<file path="src/rtl/spline_pkg.sv">
package spline_pkg;

    localparam int WORD_W   = 16;
    localparam int ACC_W    = 48;
    localparam int N_ORD    = 4;
    localparam int N_WORDS  = 9;
    localparam int SAMPLE_W = 16;

    typedef logic [WORD_W-1:0] word_t;
    typedef logic [ACC_W-1:0]  acc_t;
    typedef acc_t  [N_ORD-1:0]   acc_vec_t;
    typedef word_t [N_WORDS-1:0] word_vec_t;

    typedef enum logic [1:0] {
        ACT_HOLD = 2'd0,
        ACT_STEP = 2'd1,
        ACT_LOAD = 2'd2
    } act_e;

    // number of 16-bit words carried by the coefficient of a given order
    function automatic int coef_words(input int ord);
        return (ord == 0) ? 1 : (ord == 1) ? 2 : 3;
    endfunction

    // index of the first word of that coefficient in the knot word stream
    function automatic int coef_base(input int ord);
        return (ord == 0) ? 0 : (ord == 1) ? 1 : (ord == 2) ? 3 : 6;
    endfunction

    // place each coefficient at the most significant end of its accumulator
    function automatic acc_vec_t words_to_acc(input word_vec_t w);
        acc_vec_t r;
        r = '0;
        for (int o = 0; o < N_ORD; o++) begin
            for (int k = 0; k < coef_words(o); k++) begin
                r[o][(ACC_W - WORD_W*coef_words(o)) + WORD_W*k +: WORD_W] =
                    w[coef_base(o) + k];
            end
        end
        return r;
    endfunction

endpackage

</file>
<file path="src/rtl/spline_loader.sv">
module spline_loader
    import spline_pkg::*;
#(
    parameter int DUR_W = 16,
    parameter int EXP_W = 4
) (
    input  logic             clk,
    input  logic             rst,
    input  logic             ld_begin,
    input  logic             ld_word_vld,
    input  word_t            ld_word,
    input  logic             ld_start,
    input  logic [DUR_W-1:0] ld_dur,
    input  logic [EXP_W-1:0] ld_exp,
    input  logic             take,
    output logic             pending,
    output acc_vec_t         stg_init,
    output logic [DUR_W-1:0] stg_dur,
    output logic [EXP_W-1:0] stg_exp
);
    localparam int IDX_W = $clog2(N_WORDS + 1);

    word_vec_t        asm_words;
    logic [IDX_W-1:0] idx;
    logic             commit;

    assign commit = ld_start && !pending;

    always_ff @(posedge clk) begin
        if (rst) begin
            asm_words <= '0;
            idx       <= '0;
        end else if (ld_begin) begin
            asm_words <= '0;
            idx       <= '0;
        end else if (ld_word_vld && idx < IDX_W'(N_WORDS)) begin
            asm_words[idx] <= ld_word;
            idx            <= idx + IDX_W'(1);
        end
    end

    always_ff @(posedge clk) begin
        if (rst) begin
            pending  <= 1'b0;
            stg_init <= '0;
            stg_dur  <= '0;
            stg_exp  <= '0;
        end else begin
            if (take) pending <= 1'b0;
            if (commit) begin
                pending  <= 1'b1;
                stg_init <= words_to_acc(asm_words);
                stg_dur  <= ld_dur;
                stg_exp  <= ld_exp;
            end
        end
    end

    // a commit while the slot is occupied leaves the staged knot untouched
    a_r7_reject_when_full: assert property (@(posedge clk) disable iff (rst)
        (ld_start && pending && !take) |=> $stable(stg_init) && $stable(stg_dur) && pending);

    // begin restarts the append position
    a_r2_begin_rewinds: assert property (@(posedge clk) disable iff (rst)
        ld_begin |=> (idx == '0));

    // input assumption, a committed knot has a nonzero step count
    a_r4_dur_nonzero: assert property (@(posedge clk) disable iff (rst)
        commit |-> (ld_dur != '0));

    // input assumption, begin and append never coincide
    a_r2_no_overlap: assert property (@(posedge clk) disable iff (rst)
        !(ld_begin && ld_word_vld));

endmodule

</file>
<file path="src/rtl/spline_pacer.sv">
module spline_pacer
    import spline_pkg::*;
#(
    parameter int DUR_W = 16,
    parameter int EXP_W = 4
) (
    input  logic             clk,
    input  logic             rst,
    input  logic             pending,
    input  logic [DUR_W-1:0] stg_dur,
    input  logic [EXP_W-1:0] stg_exp,
    output act_e             act,
    output logic             busy
);
    localparam int PRE_W = (1 << EXP_W) - 1;

    logic [DUR_W-1:0] left;
    logic [PRE_W-1:0] pre;
    logic [PRE_W-1:0] mask;
    logic [EXP_W-1:0] cur_exp;
    logic             tick;
    logic             last;

    assign mask = (PRE_W'(1) << cur_exp) - PRE_W'(1);
    assign tick = busy && (pre == mask);
    assign last = (left == DUR_W'(1));

    always_comb begin
        if (pending && (!busy || (tick && last)))
            act = ACT_LOAD;
        else if (tick && !last)
            act = ACT_STEP;
        else
            act = ACT_HOLD;
    end

    always_ff @(posedge clk) begin
        if (rst) begin
            busy    <= 1'b0;
            left    <= '0;
            pre     <= '0;
            cur_exp <= '0;
        end else if (act == ACT_LOAD) begin
            busy    <= 1'b1;
            left    <= stg_dur;
            cur_exp <= stg_exp;
            pre     <= '0;
        end else if (busy) begin
            if (tick) begin
                pre <= '0;
                if (last) busy <= 1'b0;
                else      left <= left - DUR_W'(1);
            end else begin
                pre <= pre + PRE_W'(1);
            end
        end
    end

    // the prescaler never runs past the step period of the running knot
    a_r4_pre_bound: assert property (@(posedge clk) disable iff (rst)
        busy |-> (pre <= mask));

    // a running knot always has at least one step period left
    a_r4_left_live: assert property (@(posedge clk) disable iff (rst)
        busy |-> (left != '0));

    // no evolution while idle
    a_r6_idle_quiet: assert property (@(posedge clk) disable iff (rst)
        !busy |-> (act != ACT_STEP));

    // ending with nothing staged drops busy on the next cycle
    a_r6_end_drops_busy: assert property (@(posedge clk) disable iff (rst)
        (tick && last && !pending) |=> !busy);

endmodule

</file>
<file path="src/rtl/spline_accum.sv">
module spline_accum
    import spline_pkg::*;
(
    input  logic     clk,
    input  logic     rst,
    input  act_e     act,
    input  acc_vec_t init,
    output acc_vec_t acc
);
    for (genvar n = 0; n < N_ORD; n++) begin : g_ord
        if (n == N_ORD - 1) begin : g_top
            always_ff @(posedge clk) begin
                if (rst)                  acc[n] <= '0;
                else if (act == ACT_LOAD) acc[n] <= init[n];
            end
        end else begin : g_chain
            always_ff @(posedge clk) begin
                if (rst)                  acc[n] <= '0;
                else if (act == ACT_LOAD) acc[n] <= init[n];
                else if (act == ACT_STEP) acc[n] <= acc[n] + acc[n+1];
            end
        end
    end

    // the highest order term is constant inside a knot
    a_r3_top_constant: assert property (@(posedge clk) disable iff (rst)
        (act != ACT_LOAD) |=> $stable(acc[N_ORD-1]));

    // order-0 sum wraps modulo 2^48 across a step
    a_r9_wrap_sum: assert property (@(posedge clk) disable iff (rst)
        (act == ACT_STEP) |=> (acc[0] == ACC_W'($past(acc[0]) + $past(acc[1]))));

    // a freshly loaded order-0 term has zero fraction bits
    a_r1_load_clean: assert property (@(posedge clk) disable iff (rst)
        (act == ACT_LOAD) |=> (acc[0][ACC_W-SAMPLE_W-1:0] == '0));

endmodule

</file>
<file path="src/rtl/spline_eval.sv">
module spline_eval
    import spline_pkg::*;
#(
    parameter int DUR_W = 16,
    parameter int EXP_W = 4
) (
    input  logic                clk,
    input  logic                rst,
    input  logic                ld_begin,
    input  logic                ld_word_vld,
    input  logic [WORD_W-1:0]   ld_word,
    input  logic                ld_start,
    input  logic [DUR_W-1:0]    ld_dur,
    input  logic [EXP_W-1:0]    ld_exp,
    output logic [SAMPLE_W-1:0] sample,
    output logic                busy,
    output logic                knot_ready
);
    logic             pending;
    acc_vec_t         stg_init;
    logic [DUR_W-1:0] stg_dur;
    logic [EXP_W-1:0] stg_exp;
    act_e             act;
    acc_vec_t         acc;

    spline_loader #(.DUR_W(DUR_W), .EXP_W(EXP_W)) u_loader (
        .clk        (clk),
        .rst        (rst),
        .ld_begin   (ld_begin),
        .ld_word_vld(ld_word_vld),
        .ld_word    (ld_word),
        .ld_start   (ld_start),
        .ld_dur     (ld_dur),
        .ld_exp     (ld_exp),
        .take       (act == ACT_LOAD),
        .pending    (pending),
        .stg_init   (stg_init),
        .stg_dur    (stg_dur),
        .stg_exp    (stg_exp)
    );

    spline_pacer #(.DUR_W(DUR_W), .EXP_W(EXP_W)) u_pacer (
        .clk    (clk),
        .rst    (rst),
        .pending(pending),
        .stg_dur(stg_dur),
        .stg_exp(stg_exp),
        .act    (act),
        .busy   (busy)
    );

    spline_accum u_accum (
        .clk (clk),
        .rst (rst),
        .act (act),
        .init(stg_init),
        .acc (acc)
    );

    assign sample     = acc[0][ACC_W-1 -: SAMPLE_W];
    assign knot_ready = !pending;

    // idle with an empty slot means the sample is frozen
    a_r6_freeze: assert property (@(posedge clk) disable iff (rst)
        (!busy && knot_ready) |=> $stable(sample));

    // busy never drops while a knot waits in the slot
    a_r5_no_gap: assert property (@(posedge clk) disable iff (rst)
        (busy && !knot_ready) |=> busy);

endmodule

</file>
<file path="config.mk">
export PLATFORM = sky130hd
export DESIGN_NAME = spline_eval
export DESIGN_NICKNAME = d
export VERILOG_FILES = /design/src/rtl/spline_pkg.sv /design/src/rtl/spline_loader.sv /design/src/rtl/spline_pacer.sv /design/src/rtl/spline_accum.sv /design/src/rtl/spline_eval.sv
export SDC_FILE = /design/constraint.sdc
export NUM_CORES = 2
export LEC_CHECK = 0
export ABC_AREA = 1
export CORE_MARGIN = 5
export CORE_UTILIZATION = 35
export CTS_CLUSTER_DIAMETER = 120
export DETAILED_ROUTE_END_ITERATION = 10
export GPL_TIMING_DRIVEN = 0
export HOLD_SLACK_MARGIN = 0.15
export SYNTH_ARGS = -nofsm -noshare
export SYNTH_HDL_FRONTEND = slang
export SYNTH_SLANG_ARGS = --single-unit
</file>
<file path="constraint.sdc">
create_clock -name clk -period 3.3 [get_ports clk]
set_input_delay 0.495 -clock clk [delete_from_list [all_inputs] [get_ports clk]]
set_output_delay 0.495 -clock clk [all_outputs]
set_load 0.03 [all_outputs]
</file>
==> out/qor.yml <==
setup_path:
  end_kind: "flip-flop"
  critPathMaxFanout: 5
  crit_path_top_delay_cell: "o21ai_0"
  arrival_ns: 3.71
  cp.required_ns: 3.80
  reg2reg_to: "u_accum.acc[141]"
  critical_path.most_common_cell: "nand2_1"
  r2r_cells: 12
  r2r-start: "u_accum.acc[107]"
  startpoint_type: "flip-flop"
  r2r_slack_ns: 0.09
  worst-setup-path-type: "reg -> reg"
  slowest_delay_ns: 0.77
  path_cells: "ha_1, nand2_1, nor2_1, nand2_1, o21ai_0, nand2_1, nand3_1, nand2_1, nand2_1, nand2_1, nand3_1, a21oi_1"
route:
  remaining_drc_errors: 0
  dr.pass1.iters: 7
  routed_via_density: 5.14
  wl_um: 134000
  drt_iter0_drc: 3081
  via_count: 33287
  avgRoutedWirePerCell_um: 20.7
  ant_nets: 0
placed_design:
  finalWeightedCongestion: 1.03
  dp_cells: 6353
  port_buffers: 54
  dp_hpwl_um: 111000
global_routing:
  grt_pass1_wl_um: 195000
  overflow: 0
  grt_pass1_vias: 30274
  grt_max_degree: 21
  grt_use_total_pct: 26.2
  antenna_found_initial: 5
final_layout:
  layout.nets: 5427
  stdcell_count: 6470
  drive_gt1_share_pct: 4.50
  num_antenna_cells: 0
  fin_util_pct: 39.9
  synthToLayoutAreaGrowth_pct: 13.7
  fillers: 10064
sta:
  fin_tns_setup_ns: 0
  worst_slew_pin_slew_ns: 1.06
  finalSetupViolations: 0
  worst_slew_margin_rel_pct: 29.0
  slew_viol_final: 0
  rsz0062_at_grt: "true"
  fin_crit_sh_pct: 97.2
  skew_ns: 0.0723
  final.min_clock_period_ns: 3.21
  hold_violations: 0
  max_freq_mhz: 312
yosys:
  ys_warn_count: 0
  synth_edf_count: 0
  synth_nets: 5307
  synth.top_cell.area_share_pct: 33.7
  yosys-top-cells-area: "dfxtp_1 (34%), nand2_1 (15%), nor2_1 (8.5%)"
  yosysTopAreaCell: "dfxtp_1"
  synth_ff_type: "dfxtp_1"
  ys_seq_elements: 541
  synthDistinctLibCells: 44
  syn_area_sq_um: 32100
  synth.avg_cell_area_sq_um: 6.28
  synthArstFlopShare_pct: 0
  netlist_instances: 5113
  yosysSeqAreaShare_pct: 33.7
floorplan:
  core.rowCount: 111
  die-height_um: 313
  dieWidth_um: 313
  die_area_sq_um: 97900
  core_sq_um: 91400
  io_pins: 59
  initial_utilization_pct: 35.1
clock_network:
  clkTransAtPathRegs_ns: 0.07
  ctsLongestPathBuffers: 3
  clock-sinks: 541
  htreeDepth: 2
  cts_root_buffer: "clkbuf_16"
  clk_latency_ns: 0.67
  cts_hold_buffers: 0
  cts_buffers: 60
  cts_tree: "done"
power:
  total_power_uw: 21200
  p_per_area_nw_per_um2: 580
  vdd_drop_max_mv: 0.480
  total_leakage_power_uw: 0.0168
min_path:
  hold_class: "in -> reg"
  whs_path_depth: 3
  hp-start: "ld_word[7]"
  worstHoldEndpoint: "u_loader.asm_words[103]"
run_status:
  status: "complete, no violations"
flow_run:
  max_cap_violations: 0
layout make-up:
class                           instances  area (sq um)  share of cell area (%)
Tap cell                             1186          1480                    4.06
Timing Repair Buffer                   59           591                    1.62
Clock buffer                           85          1780                    4.86
Inverter                              656          2460                    6.75
Sequential cell                       541         10800                    29.7
Clock inverter                         28           292                   0.799
Buffer                                208           986                    2.70
Multi-Input combinational cell       3707         18100                    49.5
cell usage in the layout (no fill, tap or decap), types with 9 or more instances in the layout:
| cell | synthesis | final |
|---|---|---|
| clkbuf_16 | 0 | 60 |
| o21ai_0 | 466 | 458 |
| o21ai_4 | 0 | 9 |
| xor2_1 | 39 | 39 |
| nand4_1 | 64 | 64 |
| nand3_1 | 247 | 247 |
| nor2_1 | 724 | 721 |
| nor3_1 | 35 | 35 |
| inv_1 | 646 | 646 |
| nand3b_1 | 13 | 13 |
| o21bai_1 | 20 | 20 |
| buf_4 | 21 | 33 |
| clkbuf_1 | 133 | 132 |
| a21oi_1 | 464 | 464 |
| dfxtp_1 | 541 | 539 |
| xnor2_1 | 60 | 60 |
| ha_1 | 150 | 149 |
| nand2_1 | 1266 | 1263 |
| clkbuf_8 | 0 | 18 |
| clkdlybuf4s50_1 | 0 | 54 |
| and2_1 | 12 | 12 |
| buf_2 | 43 | 30 |
| o21ai_1 | 97 | 88 |
| clkinv_2 | 0 | 16 |
critical path, delay by kind of cell, from the launching register on:
kind                     cells  cell delay (ns)
AND/OR/NAND/NOR              9             1.31
AO/OA/AOI/OAI                2             0.83
flip-flops                   1             0.44
adder cells (fa/ha/maj)      1             0.43
metal layers:
layer  vias up  share of wire [%]  global-route usage (%)
li1      16607                  -                       -
met1     15369                 46                    37.0
met2      1104                 44                    42.2
met3       201                6.7                    2.80
met4         6                3.5                    7.94
met5         -              0.029                       0
where the power goes:
group | leakage, uW | switching, uW | internal (uW)
clock | 0.00103 | 3000 | 3940
sequential | 0.00442 | 856 | 7110
combinational | 0.0113 | 4290 | 1980
synthesized netlist by cell type (2+ instances only):
cell	count
nand2_1	1266
nor2_1	724
inv_1	646
dfxtp_1	541
o21ai_0	466
a21oi_1	464
nand3_1	247
ha_1	150
clkbuf_1	133
o21ai_1	97
nand4_1	64
xnor2_1	60
buf_2	43
xor2_1	39
nor3_1	35
buf_4	21
o21bai_1	20
nand3b_1	13
and2_1	12
or2_2	8
a211oi_1	7
buf_1	7
inv_2	7
nor4_1	6
a21boi_0	3
clkbuf_2	3
clkinv_1	3
fa_1	3
nor2_2	3
a21o_1	2
a31oi_1	2
and3_1	2
buf_6	2
nand2_2	2
o211ai_1	2
or2_1	2
worst max path at each step:
stage | cells past startpoint | start | endpoint | slack [ns]
final | 12 | u_accum.acc[107] | u_accum.acc[141] | 0.09
after global routing | 20 | u_pacer.cur_exp[2] | u_accum.acc[67] | -0.06
after CTS | 20 | u_pacer.cur_exp[0] | u_accum.acc[68] | -0.001
after detailed placement | 8 | ld_start | u_loader.stg_init[190] | -0.73
after global placement | 8 | ld_start | u_loader.stg_init[190] | -0.70
after floorplan | 20 | u_pacer.cur_exp[0] | u_accum.acc[155] | 0.78
through the flow:
stage | setup WS [ns] | cell area [sq um] | hold WS, ns
5_1_grt | -0.0579 | 36500 | 0.397
3_3_place_gp | -0.704 | 34100 | 0.438
4_1_cts | -0.00107 | 36300 | 0.352
6_report | 0.0918 | 36500 | 0.378
2_1_floorplan | 0.785 | 32100 | 0.430
3_5_place_dp | -0.731 | 34100 | 0.444
registers in the layout, indices dropped and copies added (netlist names):
signal,count
u_accum.acc,192
u_loader.asm_words,144
u_loader.idx,4
u_loader.pending,1
u_loader.stg_dur,16
u_loader.stg_exp,4
u_loader.stg_init,144
u_pacer.busy,1
u_pacer.cur_exp,4
u_pacer.left,16
u_pacer.pre,15
kinds of logic (layout without fill, tap and decap cells):
group           Yosys count  in the layout  share of synthesized area (%)
xor+xnor                 99             99                           2.70
fa+ha+maj               153            153                           6.03
simple gates           2388           2388                           30.0
buf+inv                 865           1036                           10.6
flops                   541            541                           33.7
compound gates         1067           1067                           16.9
timing repair:
action,CTS,global route
setup endpoints to repair,174,196
pin swaps,1,5
setup buffers,1,4
resized for setup,37,49
No activity file was read; power rests on OpenSTA's default activity.
